--- src/rtl/fseq_pkg.sv ---
package fseq_pkg;

  typedef enum logic [3:0] {
    ST_IDLE,
    ST_CMD,
    ST_GAP,
    ST_POLL_A,
    ST_POLL_B,
    ST_RST_CMD,
    ST_RST_GAP,
    ST_VERIFY,
    ST_FINISH
  } seqState_t;

  typedef enum logic [1:0] {
    ERR_NONE    = 2'd0,
    ERR_TIMEOUT = 2'd1,
    ERR_VERIFY  = 2'd2
  } errCode_t;

  typedef struct packed {
    logic idxClr;
    logic idxInc;
    logic cmdClr;
    logic cmdInc;
    logic gapLoad;
    logic pollClr;
    logic pollInc;
    logic capFirst;
  } dpStrobe_t;

  localparam logic [7:0] CMD_UNLOCK_A = 8'hAA;
  localparam logic [7:0] CMD_UNLOCK_B = 8'h55;
  localparam logic [7:0] CMD_ERASE_PRE = 8'h80;
  localparam logic [7:0] CMD_ERASE_GO = 8'h30;
  localparam logic [7:0] CMD_PROGRAM = 8'hA0;
  localparam logic [7:0] CMD_RESET = 8'hF0;

endpackage

--- src/rtl/fseq_datapath.sv ---
module fseq_datapath
  import fseq_pkg::*;
#(
  parameter int ADDR_W = 13,
  parameter int REGION_BYTES = 8192,
  parameter int GAP_CYCLES = 100,
  parameter int POLL_LIMIT = 1000000,
  localparam int IDX_W = $clog2(REGION_BYTES),
  localparam int GAP_W = $clog2(GAP_CYCLES + 1),
  localparam int POLL_W = $clog2(POLL_LIMIT + 1)
) (
  input  logic              clk,
  input  logic              rstN,
  input  dpStrobe_t         strb,
  input  logic              modeProgram,
  input  logic [7:0]        rdData,
  input  logic [7:0]        srcData,
  output logic [IDX_W-1:0]  byteIdx,
  output logic [ADDR_W-1:0] cmdAddr,
  output logic [7:0]        cmdData,
  output logic              cmdDone,
  output logic              gapDone,
  output logic              pollLast,
  output logic              pairEqual,
  output logic              idxLast,
  output logic              verifyMatch
);

  localparam logic [ADDR_W-1:0] OFS_A = ADDR_W'('h555);
  localparam logic [ADDR_W-1:0] OFS_B = ADDR_W'('h2AA);

  logic [2:0]        cmdIdx;
  logic [GAP_W-1:0]  gapCnt;
  logic [POLL_W-1:0] pollCnt;
  logic [7:0]        firstRead;

  always_ff @(posedge clk) begin
    if (!rstN) begin
      cmdIdx    <= '0;
      byteIdx   <= '0;
      gapCnt    <= '0;
      pollCnt   <= '0;
      firstRead <= '0;
    end else begin
      if (strb.cmdClr)      cmdIdx <= '0;
      else if (strb.cmdInc) cmdIdx <= cmdIdx + 3'd1;
      if (strb.idxClr)      byteIdx <= '0;
      else if (strb.idxInc) byteIdx <= byteIdx + 1'b1;
      if (strb.gapLoad)     gapCnt <= GAP_W'(GAP_CYCLES - 1);
      else if (gapCnt != '0) gapCnt <= gapCnt - 1'b1;
      if (strb.pollClr)     pollCnt <= '0;
      else if (strb.pollInc) pollCnt <= pollCnt + 1'b1;
      if (strb.capFirst)    firstRead <= rdData;
    end
  end

  // Command list selected by mode; the program list ends in the data write.
  always_comb begin
    cmdAddr = OFS_A;
    cmdData = CMD_UNLOCK_A;
    unique case (cmdIdx)
      3'd0: begin cmdAddr = OFS_A; cmdData = CMD_UNLOCK_A; end
      3'd1: begin cmdAddr = OFS_B; cmdData = CMD_UNLOCK_B; end
      3'd2: begin cmdAddr = OFS_A; cmdData = modeProgram ? CMD_PROGRAM : CMD_ERASE_PRE; end
      3'd3: begin
        if (modeProgram) begin
          cmdAddr = ADDR_W'(byteIdx);
          cmdData = srcData;
        end else begin
          cmdAddr = OFS_A;
          cmdData = CMD_UNLOCK_A;
        end
      end
      3'd4: begin cmdAddr = OFS_B; cmdData = CMD_UNLOCK_B; end
      default: begin cmdAddr = '0; cmdData = CMD_ERASE_GO; end
    endcase
  end

  assign cmdDone     = (cmdIdx == (modeProgram ? 3'd4 : 3'd6));
  assign gapDone     = (gapCnt == '0);
  assign pollLast    = (pollCnt == POLL_W'(POLL_LIMIT - 1));
  assign pairEqual   = (rdData == firstRead);
  assign idxLast     = (byteIdx == IDX_W'(REGION_BYTES - 1));
  assign verifyMatch = (rdData == (modeProgram ? srcData : 8'hFF));

endmodule

--- src/rtl/fseq_control.sv ---
module fseq_control
  import fseq_pkg::*;
#(
  parameter int ADDR_W = 13,
  parameter int IDX_W = 13
) (
  input  logic              clk,
  input  logic              rstN,
  input  logic              start,
  input  logic              modeIn,
  input  logic [IDX_W-1:0]  byteIdx,
  input  logic [ADDR_W-1:0] cmdAddr,
  input  logic [7:0]        cmdData,
  input  logic              cmdDone,
  input  logic              gapDone,
  input  logic              pollLast,
  input  logic              pairEqual,
  input  logic              idxLast,
  input  logic              verifyMatch,
  output dpStrobe_t         strb,
  output logic              modeReg,
  output errCode_t          errCode,
  output logic              busy,
  output logic              done,
  output logic [ADDR_W-1:0] flashAddr,
  output logic [7:0]        flashWrData,
  output logic              flashWe,
  output logic              flashRe
);

  seqState_t state, nextState;
  errCode_t  errNext;
  logic      modeNext;

  always_ff @(posedge clk) begin
    if (!rstN) begin
      state   <= ST_IDLE;
      errCode <= ERR_NONE;
      modeReg <= 1'b0;
    end else begin
      state   <= nextState;
      errCode <= errNext;
      modeReg <= modeNext;
    end
  end

  always_comb begin
    strb        = '0;
    nextState   = state;
    errNext     = errCode;
    modeNext    = modeReg;
    flashWe     = 1'b0;
    flashRe     = 1'b0;
    flashAddr   = '0;
    flashWrData = '0;
    done        = 1'b0;
    unique case (state)
      ST_IDLE: if (start) begin
        modeNext     = modeIn;
        errNext      = ERR_NONE;
        strb.idxClr  = 1'b1;
        strb.cmdClr  = 1'b1;
        nextState    = ST_CMD;
      end
      ST_CMD: begin
        flashWe      = 1'b1;
        flashAddr    = cmdAddr;
        flashWrData  = cmdData;
        strb.gapLoad = 1'b1;
        strb.cmdInc  = 1'b1;
        nextState    = ST_GAP;
      end
      ST_GAP: if (gapDone) begin
        if (cmdDone) begin
          strb.pollClr = 1'b1;
          nextState    = ST_POLL_A;
        end else begin
          nextState = ST_CMD;
        end
      end
      ST_POLL_A: begin
        flashRe       = 1'b1;
        strb.capFirst = 1'b1;
        nextState     = ST_POLL_B;
      end
      ST_POLL_B: begin
        flashRe = 1'b1;
        if (pairEqual) begin
          if (modeReg && !idxLast) begin
            strb.idxInc = 1'b1;
            strb.cmdClr = 1'b1;
            nextState   = ST_CMD;
          end else begin
            nextState = ST_RST_CMD;
          end
        end else if (pollLast) begin
          errNext   = ERR_TIMEOUT;
          nextState = ST_RST_CMD;
        end else begin
          strb.pollInc = 1'b1;
          nextState    = ST_POLL_A;
        end
      end
      ST_RST_CMD: begin
        flashWe      = 1'b1;
        flashWrData  = CMD_RESET;
        strb.gapLoad = 1'b1;
        nextState    = ST_RST_GAP;
      end
      ST_RST_GAP: if (gapDone) begin
        if (errCode != ERR_NONE) begin
          nextState = ST_FINISH;
        end else begin
          strb.idxClr = 1'b1;
          nextState   = ST_VERIFY;
        end
      end
      ST_VERIFY: begin
        flashRe   = 1'b1;
        flashAddr = ADDR_W'(byteIdx);
        if (!verifyMatch) begin
          errNext   = ERR_VERIFY;
          nextState = ST_FINISH;
        end else if (idxLast) begin
          nextState = ST_FINISH;
        end else begin
          strb.idxInc = 1'b1;
        end
      end
      ST_FINISH: begin
        done      = 1'b1;
        nextState = ST_IDLE;
      end
      default: nextState = ST_IDLE;
    endcase
  end

  assign busy = (state != ST_IDLE);

endmodule

--- src/rtl/unlock_flash_seq.sv ---
module unlock_flash_seq
  import fseq_pkg::*;
#(
  parameter int ADDR_W = 13,
  parameter int REGION_BYTES = 8192,
  parameter int GAP_CYCLES = 100,
  parameter int POLL_LIMIT = 1000000,
  localparam int IDX_W = $clog2(REGION_BYTES)
) (
  input  logic              clk,
  input  logic              rstN,
  input  logic              start,
  input  logic              modeProgram,
  output logic              busy,
  output logic              done,
  output logic              error,
  output logic [1:0]        errCode,
  output logic [ADDR_W-1:0] flashAddr,
  output logic [7:0]        flashWrData,
  output logic              flashWe,
  output logic              flashRe,
  input  logic [7:0]        flashRdData,
  output logic [IDX_W-1:0]  srcAddr,
  input  logic [7:0]        srcData
);

  dpStrobe_t         strb;
  errCode_t          errState;
  logic              modeReg;
  logic [IDX_W-1:0]  byteIdx;
  logic [ADDR_W-1:0] cmdAddr;
  logic [7:0]        cmdData;
  logic              cmdDone, gapDone, pollLast, pairEqual, idxLast, verifyMatch;

  fseq_datapath #(
    .ADDR_W(ADDR_W), .REGION_BYTES(REGION_BYTES),
    .GAP_CYCLES(GAP_CYCLES), .POLL_LIMIT(POLL_LIMIT)
  ) u_dp (
    .clk(clk), .rstN(rstN), .strb(strb), .modeProgram(modeReg),
    .rdData(flashRdData), .srcData(srcData), .byteIdx(byteIdx),
    .cmdAddr(cmdAddr), .cmdData(cmdData), .cmdDone(cmdDone),
    .gapDone(gapDone), .pollLast(pollLast), .pairEqual(pairEqual),
    .idxLast(idxLast), .verifyMatch(verifyMatch)
  );

  fseq_control #(.ADDR_W(ADDR_W), .IDX_W(IDX_W)) u_ctl (
    .clk(clk), .rstN(rstN), .start(start), .modeIn(modeProgram),
    .byteIdx(byteIdx), .cmdAddr(cmdAddr), .cmdData(cmdData),
    .cmdDone(cmdDone), .gapDone(gapDone), .pollLast(pollLast),
    .pairEqual(pairEqual), .idxLast(idxLast), .verifyMatch(verifyMatch),
    .strb(strb), .modeReg(modeReg), .errCode(errState), .busy(busy),
    .done(done), .flashAddr(flashAddr), .flashWrData(flashWrData),
    .flashWe(flashWe), .flashRe(flashRe)
  );

  assign srcAddr = byteIdx;
  assign errCode = errState;
  assign error   = (errState != ERR_NONE);

endmodule

--- config.mk ---
export PLATFORM = sky130hd
export DESIGN_NAME = unlock_flash_seq
export DESIGN_NICKNAME = d
export VERILOG_FILES = /design/src/rtl/fseq_pkg.sv /design/src/rtl/fseq_datapath.sv /design/src/rtl/fseq_control.sv /design/src/rtl/unlock_flash_seq.sv
export SDC_FILE = /design/constraint.sdc
export NUM_CORES = 1
export LEC_CHECK = 0
export BUFFER_PORTS_ARGS = -buffer_cell sky130_fd_sc_hd__buf_4
export CAP_MARGIN = 20
export CORE_ASPECT_RATIO = 0.9
export CORE_MARGIN = 4
export CORE_UTILIZATION = 50
export CTS_CLUSTER_DIAMETER = 120
export CTS_CLUSTER_SIZE = 30
export DETAILED_ROUTE_END_ITERATION = 10
export PLACE_DENSITY_LB_ADDON = 0.2
export SETUP_SLACK_MARGIN = 0.1
export SLEW_MARGIN = 10
export SYNTH_ARGS = -nofsm -noshare
export SYNTH_HDL_FRONTEND = slang
export SYNTH_HIERARCHICAL = 1
export SYNTH_SLANG_ARGS = --single-unit
export TNS_END_PERCENT = 10
--- constraint.sdc ---
create_clock -name clk -period 2.8 [get_ports clk]
set_clock_uncertainty 0.15 [all_clocks]
set_input_delay 0.28 -clock clk [delete_from_list [all_inputs] [get_ports clk]]
set_output_delay 0.28 -clock clk [all_outputs]
set_load 0.005 [all_outputs]
==> results of run 1 <==
## registers in the layout, summed over array words and instances (netlist names)
| signal | count |
|---|---|
| u_dp/pollCnt | 20 |
| u_dp/byteIdx | 13 |
| u_dp/firstRead | 8 |
| u_dp/gapCnt | 7 |
| u_ctl/state | 4 |
| u_dp/cmdIdx | 3 |
| u_ctl/errCode | 2 |
| u_ctl/modeReg | 1 |
## cell usage after synthesis (10+ instances only)
| cell type | number |
|---|---|
| nor4_1 | 11 |
| xor2_1 | 10 |
| xnor2_1 | 28 |
| nand2_1 | 49 |
| nor3_1 | 11 |
| mux2i_1 | 13 |
| dfxtp_1 | 58 |
| a22o_1 | 16 |
| inv_1 | 15 |
| o21ai_0 | 17 |
| nand3_1 | 11 |
| a21oi_1 | 26 |
| nor2_1 | 42 |
## per-layer routing
layer  vias to the layer above  part of all wire, %
li1                       1771                    -
met3                         9                  6.0
met2                       109                   47
met1                      1711                   46
met4                         0                  1.1
met5                         -                    0
## per-stage QoR
step,cells,setup WS [ns],util [%],area [um2],setup TNS (ns)
floorplan,446,0.08759,-,3654,0
global placement,609,0.08977,61.27,4335,0
detailed placement,609,-0.03050,61.27,4335,-0.06396
CTS,625,0.1118,64.86,4589,0
global route,626,0.05933,65.64,4644,0
finish,626,0.1629,65.64,4644,0
## where the power goes
part,total (mW),internal (mW),switching [mW]
Sequential,0.920,0.876,0.0441
Combinational,0.567,0.263,0.304
Clock,0.966,0.598,0.368
Total,2.45,1.74,0.716
## kinds of logic (layout without fill, tap and decap cells)
| logic type | after synthesis | in the layout | share of synthesized area, % |
|---|---|---|---|
| AOI/OAI and AO/OA | 99 | 99 | 18.86 |
| and+or+nand+nor | 192 | 192 | 28.46 |
| adders and majority gates | 9 | 9 | 3.097 |
| DFF | 58 | 58 | 31.93 |
| buffers and inverters | 36 | 123 | 4.611 |
| xor gates and xnor gates | 38 | 38 | 9.153 |
| muxes | 14 | 14 | 3.888 |
## layout make-up
| cell class | instances | area share, % |
|---|---|---|
| multi-input cells | 352 | 51.10 |
| flip-flops and latches | 58 | 25.03 |
| repair buffers | 91 | 14.71 |
| clock inverters | 7 | 2.694 |
| clock buffers | 9 | 2.667 |
| well taps | 93 | 2.505 |
| inverters | 16 | 1.293 |
## path summary, 6_finish.rpt
check                                       start         endpoint  slack, ns  cells after the start
worst max-delay path            u_dp/firstRead[0]  u_dp/byteIdx[8]       0.16                     10
worst min-delay path                  modeProgram    u_ctl/modeReg       0.05                      3
worst max register to register  u_dp/firstRead[0]  u_dp/byteIdx[8]       0.16                     10
worst min register to register     u_dp/gapCnt[6]   u_dp/gapCnt[6]       0.34                      2
## worst reg2reg max path: stages, from the launching register on
cell and delay [ns]:
dfxtp_1 0.32, xnor2_1 0.26, nand4_1 0.20, nor2_2 0.19, nand2_1 0.09, or3_1 0.34
nand2_1 0.15, nand4_1 0.23, nor3_1 0.34, xnor2_1 0.18, nor2_1 0.06
## timing repair
| item | 4_1_cts | 5_1_grt |
|---|---|---|
| gates resized for setup | 1 | 10 |
| pin swaps | 1 | 3 |
| setup endpoints to repair | 1 | 19 |
| gates cloned | 0 | 0 |
| setup buffers | 0 | 1 |
==> qor.yml, run 1 <==
busiest_layer: "met2"
clockBufferDepth: 2
grtUsageMet2_pct: 36.65
min_period_over_period_pct: 94.18
yosys.area.top_type: "dfxtp_1"
yosys_warnings: 6
cts-root-buf: "clkbuf_8"
synth_cell_types: 59
fin_crit_ns: 2.637
ios: 61
vias: 3600
antenna_found_initial: 0
ys.flop_type: "dfxtp_1"
dr.first_iter.drc_count: 158
grt_start_max_net_pins: 23
cts_buffers: 9
postSynthNetCount: 475
synth_top_area_share_pct: 31.93
numClockSinks: 58
layout-drive-gt1-share_pct: 24.39
critPathSlowestCell: "or3_1"
status: "finished, final reports clean"
max_slew.worst_pin.slew_ns: 0.6506
multi_input_area_um2: 2374
clock_latency_ns: 0.34
n_antenna_cell: 0
detail_route.wl_per_cell_um: 15.41
syn_avg_cell_area_um2: 8.152
use_met1_pct: 29.76
hpwl_mm: 6.910
clk_pin_slew_worst_paths_ns: 0.07
fin_nets: 557
async_flop_share_pct: 0
area_delta_synth_final_pct: 27.74
hold_viol: 0
die_h_um: 88.90
gp_congestion: 0.9068
ant_nets: 0
synth-seq-cells: 58
port-buffer-count: 60
pwr_density_cell_nw_per_um2: 528.2
slew_viol_final: 0
grt_util_met3_pct: 3.900
crit_path_start_kind: "flip-flop"
wirelength_mm: 9.645
track_usage_pct: 22.33
start_util_pct: 51.39
via_per_inst: 5.751
netlist_area_um2: 3636
final_common_cell: "buf_4"
cts_tree: "done"
htreeDepth: 3
synth_cells: 446
setup_viol: 0
ys_seq_area_share_pct: 31.93
path_class: "reg2reg"
grt_pass1_wl_mm: 15.87
crit_family: "simple AND/OR/NAND/NOR gates"
end_kind: "flip-flop"
overflow: 0
grt_pass1_vias: 3270
crit_required_ns: 2.86
synth_edf_count: 0
fmax_mhz: 379.2
path_buf_inv: 0
max_cap_viol_count: 0
seq_area_um2: 1162
die_w_um: 97.89
drc_errors: 0
placeableCoreArea_um2: 7076
critPathArrivalTime_ns: 2.70
whs_ns: 0.04724
synth_area_leaders: "dfxtp_1, xnor2_1, nand2_1, nor2_1, a22o_1"
final_cell_mix: "buf_4, dfxtp_1, nand2_1"
hold_buffers: 0
slowest_delay_ns: 0.34
row_count: 29
crit_chain: "xnor2_1, nand4_1, nor2_2, nand2_1, or3_1, nand2_1, nand4_1, nor3_1, xnor2_1, nor2_1"
hp-class: "in2reg"
rsz0062_at_grt: "yes"
firstDrtPassIters: 4
p_leak_nw: 1.882
nFillCells: 645
maxSlewHeadroom_pct: 56.49
path_max_fanout: 5
die-area_um2: 8702
irDropWorstVdd_uv: 751.1
total_power_mw: 2.453
(Power assumes the default switching activity.)
==> inputs of run 2 (changes only) <==
--- a/config.mk
+++ b/config.mk
@@ -13,6 +13,8 @@
 export CTS_CLUSTER_DIAMETER = 120
 export CTS_CLUSTER_SIZE = 30
 export DETAILED_ROUTE_END_ITERATION = 10
+export GPL_ROUTABILITY_DRIVEN = 0
+export GPL_TIMING_DRIVEN = 0
 export PLACE_DENSITY_LB_ADDON = 0.2
 export SETUP_SLACK_MARGIN = 0.1
 export SLEW_MARGIN = 10
==> qor.yml, run 2 (synthesis gave the netlist of run 1 again) <==
internal_power_mw: 1.597
wl_met3_um: 656
overflow: 0
final_common_cell: "buf_4"
total_power_mw: 2.285
ios: 61
track_usage_pct: 21.42
clockBufferDepth: 2
setup_viol: 0
path_max_fanout: 6
hpwl_mm: 6.604
path_class: "reg2reg"
via_per_inst: 5.724
fin_setup_tns_ns: 0
die_w_um: 97.89
critPathSlowestCell: "or4_4"
crit_path_start_kind: "flip-flop"
hold_buffers: 0
highest_layer: "met4"
antenna_found_initial: 0
wl_met2_mm: 4.351
clk_pin_slew_worst_paths_ns: 0.07
p_clk_share_pct: 34.5
slowest_delay_ns: 0.51
clock_latency_ns: 0.33
row_count: 29
drc_errors: 0
fmax_mhz: 383.1
min_period_over_period_pct: 93.22
max_cap_viol_count: 0
cts_buffers: 9
n_antenna_cell: 0
largest-register: "u_dp/pollCnt"
cpMostUsedCell: "or4_4"
maxSlewHeadroom_pct: 61.99
whs_ns: 0.05396
hp-class: "in2reg"
m1WireLength_mm: 4.220
max_slew.worst_pin.slew_ns: 0.5653
fin_crit_ns: 2.610
status: "finished, final reports clean"
p_comb_share_pct: 25.1
hold_viol: 0
ant_nets: 0
detail_route.wl_per_cell_um: 14.81
grt_start_max_net_pins: 14
largest_register_ff_count: 20
fin_nets: 558
dr.first_iter.drc_count: 171
layout-drive-gt1-share_pct: 25.28
final_cell_mix: "buf_4, dfxtp_1, nand2_1"
switching_share_pct: 30.12
p_leak_nw: 1.877
crit_chain: "or4_4, or4_4, nor4_4, nor3_2, buf_4, nand4_1, nor4_1, a31o_2, a21oi_1"
slew_viol_final: 0
end_kind: "flip-flop"
port-buffer-count: 60
reg_top3: "u_dp/pollCnt (20), u_dp/byteIdx (13), u_dp/firstRead (8)"
cts-root-buf: "clkbuf_8"
irDropWorstVdd_uv: 421.3
die_h_um: 88.90
switchingPower_mw: 0.6882
die-area_um2: 8702
numClockSinks: 58
pwr_density_cell_nw_per_um2: 489.1
grt_pass1_vias: 3229
sequentialPowerShare_pct: 40.4
firstDrtPassIters: 4
critPathArrivalTime_ns: 2.73
grt_pass1_wl_mm: 15.27
crit_required_ns: 2.92
placeableCoreArea_um2: 7076
htreeDepth: 3
vias: 3589
start_util_pct: 51.39
rsz0062_at_grt: "yes"
area_delta_synth_final_pct: 28.49
cts_tree: "done"
wirelength_mm: 9.288
## run 2: layout make-up
cell class	instances	area (um2)
multi-input combinational	352	2437
fill	612	2404
sequential	58	1171
timing repair buffer	72	540.5
clock buffer	11	151.4
buffer	20	142.6
tap	93	116.4
inverter	16	60.06
clock inverter	5	52.55
## run 2: through the flow
stage / util, % / cells / setup slack, ns / area (um2)
floorplan: - / 446 / 0.08759 / 3654
global placement: 59.65 / 599 / -0.5949 / 4220
detailed placement: 59.65 / 599 / -0.6333 / 4220
CTS: 64.08 / 621 / 0.1020 / 4534
global route: 66.03 / 627 / 0.03948 / 4672
finish: 66.03 / 627 / 0.1897 / 4672
## run 2: layer usage
layer  vias to the layer above  global-route usage (%)
met5                         -                       0
met4                         0                   5.786
met3                         8                   6.396
met2                       114                   35.66
met1                      1692                   27.42
li1                       1775                       -
## run 2: final timing paths
path / slack [ns] / end / cells after the start / from
max: 0.19 / u_dp/pollCnt[15] / 9 / u_dp/pollCnt[10]
min: 0.05 / u_ctl/modeReg / 3 / modeProgram
max reg2reg: 0.19 / u_dp/pollCnt[15] / 9 / u_dp/pollCnt[10]
min reg2reg: 0.33 / u_dp/gapCnt[6] / 2 / u_dp/gapCnt[6]
## run 2: power groups by stage
stage / combinational [mW] / sequential, mW / clock (mW)
floorplan: 0.394 / 0.927 / 0
global placement: 0.542 / 0.936 / 0
detailed placement: 0.553 / 0.937 / 0
CTS: 0.564 / 0.920 / 0.810
global route: 0.641 / 0.925 / 0.855
finish: 0.574 / 0.922 / 0.789
## run 2: worst max-delay path, delay by kind of cell, from the launching register on
family,cells,cell delay [ns]
simple gates,6,1.55
compound gates,2,0.36
buf+inv,1,0.16
flops,1,0.33
## run 2: repair_timing
item / 4_1_cts / 5_1_grt
pin swaps: 7 / 14
resized for setup: 15 / 22
buffers inserted: 6 / 6
setup endpoints to repair: 31 / 30
==> inputs of run 3 (changes only) <==
==> constraint.sdc (replaced) <==
create_clock -name clk -period 2.8 [get_ports clk]
set_clock_uncertainty 0.15 [all_clocks]
set_input_delay 0.28 -clock clk [delete_from_list [all_inputs] [get_ports clk]]
set_output_delay 0.28 -clock clk [all_outputs]
set_load 0.1 [all_outputs]
==> qor.yml, run 3 (synthesis gave the netlist of run 1 again) <==
status: "finished, final reports clean"
cts_buffers: 9
sequentialPowerShare_pct: 34.3
largest_register_ff_count: 20
design_area_um2: 4735
fin_crit_ns: 2.711
area_delta_synth_final_pct: 30.21
final_common_cell: "buf_4"
firstDrtPassIters: 4
fmax_mhz: 368.9
slew_viol_final: 0
fin_nets: 557
layout-drive-gt1-share_pct: 28.14
min_period_over_period_pct: 96.81
final_cells: 626
end_kind: "flip-flop"
clockBufferDepth: 2
maxSlewHeadroom_pct: 59.69
path_max_fanout: 6
vias: 3562
hp-class: "in2reg"
final_core_util_pct: 66.91
critPathArrivalTime_ns: 2.82
dp.cells: 599
path_buf_inv: 2
critPathSlowestCell: "dfxtp_1"
final_cell_mix: "buf_4, nand2_1, dfxtp_1"
hpwl_mm: 6.710
cts_tree: "done"
antenna_found_initial: 0
reg_top3: "u_dp/pollCnt (20), u_dp/byteIdx (13), u_dp/firstRead (8)"
port-buffer-count: 60
switching_share_pct: 35.01
via_per_inst: 5.690
max_cap_viol_count: 0
p_leak_nw: 1.884
crit_family: "simple AND/OR/NAND/NOR gates"
grt_pass1_vias: 3247
p_clk_share_pct: 35.6
path_class: "reg2reg"
irDropWorstVdd_uv: 557.7
rsz0062_at_grt: "yes"
ant_nets: 0
worst_slack_ns: 0.08934
grt_start_max_net_pins: 14
ios: 61
cts-root-buf: "clkbuf_8"
clk_pin_slew_worst_paths_ns: 0.08
row_count: 29
die_h_um: 88.90
crit_required_ns: 2.90
crit_path_start_kind: "flip-flop"
detail_route.wl_per_cell_um: 15.23
max_slew.worst_pin.slew_ns: 0.6047
grt_pass1_wl_mm: 15.32
n_antenna_cell: 0
pwr_density_cell_nw_per_um2: 568.6
die-area_um2: 8702
placed_area_um2: 4248
start_util_pct: 51.39
track_usage_pct: 21.44
htreeDepth: 3
slowest_delay_ns: 0.34
switchingPower_mw: 0.9426
dr.first_iter.drc_count: 193
setup_viol: 0
place_ws_ns: -0.5771
crit_chain: "xnor2_2, nand4_1, nor2_4, nand2_1, or3_1, nand2_1, buf_6, nand4_1, buf_4, or3_1, a21oi_1"
wirelength_mm: 9.532
clock_latency_ns: 0.33
p_comb_share_pct: 30.1
placeableCoreArea_um2: 7076
die_w_um: 97.89
hold_viol: 0
internal_power_mw: 1.750
numClockSinks: 58
overflow: 0
drc_errors: 0
largest-register: "u_dp/pollCnt"
run 3: metrics by stage:
step / TNS (ns) / power (mW) / hold slack (ns)
finish: 0 / 2.692 / 0.05026
global route: -0.05949 / 2.822 / 0.05117
CTS: 0 / 2.691 / 0.04439
detailed placement: -6.027 / 1.721 / 0.3209
global placement: -5.653 / 1.707 / 0.3148
floorplan: 0 / 1.550 / 0.2582
run 3: final cells by class:
cell class	count	area [um2]
fill	626	2341
multi-input combinational	352	2446
buffer	20	140.1
sequential	58	1186
clock inverter	7	125.1
inverter	16	60.06
tap	93	116.4
clock buffer	9	123.9
timing repair buffer	71	536.8
run 3: path summary, 6_finish.rpt:
check                     from                to  slack, ns  cells past startpoint
max          u_dp/firstRead[0]   u_dp/byteIdx[6]       0.09                     11
max reg2reg  u_dp/firstRead[0]   u_dp/byteIdx[6]       0.09                     11
min                modeProgram     u_ctl/modeReg       0.05                      3
min reg2reg   u_dp/pollCnt[19]  u_dp/pollCnt[19]       0.34                      2
run 3: metal layers:
| metal | global-route usage, % | up-vias | part of all wire [%] |
|---|---|---|---|
| met5 | 0 | - | 0 |
| met4 | 5.912 | 0 | 0.52 |
| met3 | 4.134 | 6 | 6.6 |
| met2 | 36.46 | 128 | 48 |
| met1 | 28.20 | 1664 | 45 |
| li1 | - | 1764 | - |
run 3: power groups by stage:
stage          combinational [mW]  sequential (mW)  clock [mW]
2_1_floorplan               0.623            0.927           0
3_3_place_gp                0.770            0.936           0
3_5_place_dp                0.784            0.937           0
4_1_cts                     0.794            0.919       0.978
5_1_grt                     0.878            0.931        1.01
6_report                    0.811            0.923       0.958
run 3: worst register-to-register path: stages (launching register included):
cell     delay [ns]
dfxtp_1        0.34
xnor2_2        0.18
nand4_1        0.22
nor2_4         0.21
nand2_1        0.09
or3_1          0.32
nand2_1        0.09
buf_6          0.12
nand4_1        0.20
buf_4          0.22
or3_1          0.34
a21oi_1        0.14
run 3: timing repair:
item | in CTS | in global routing
hold buffers | 0 | 0
pin swaps | 6 | 15
setup buffers | 6 | 5
endpoints found under the setup margin | 31 | 38
resized for setup | 12 | 34
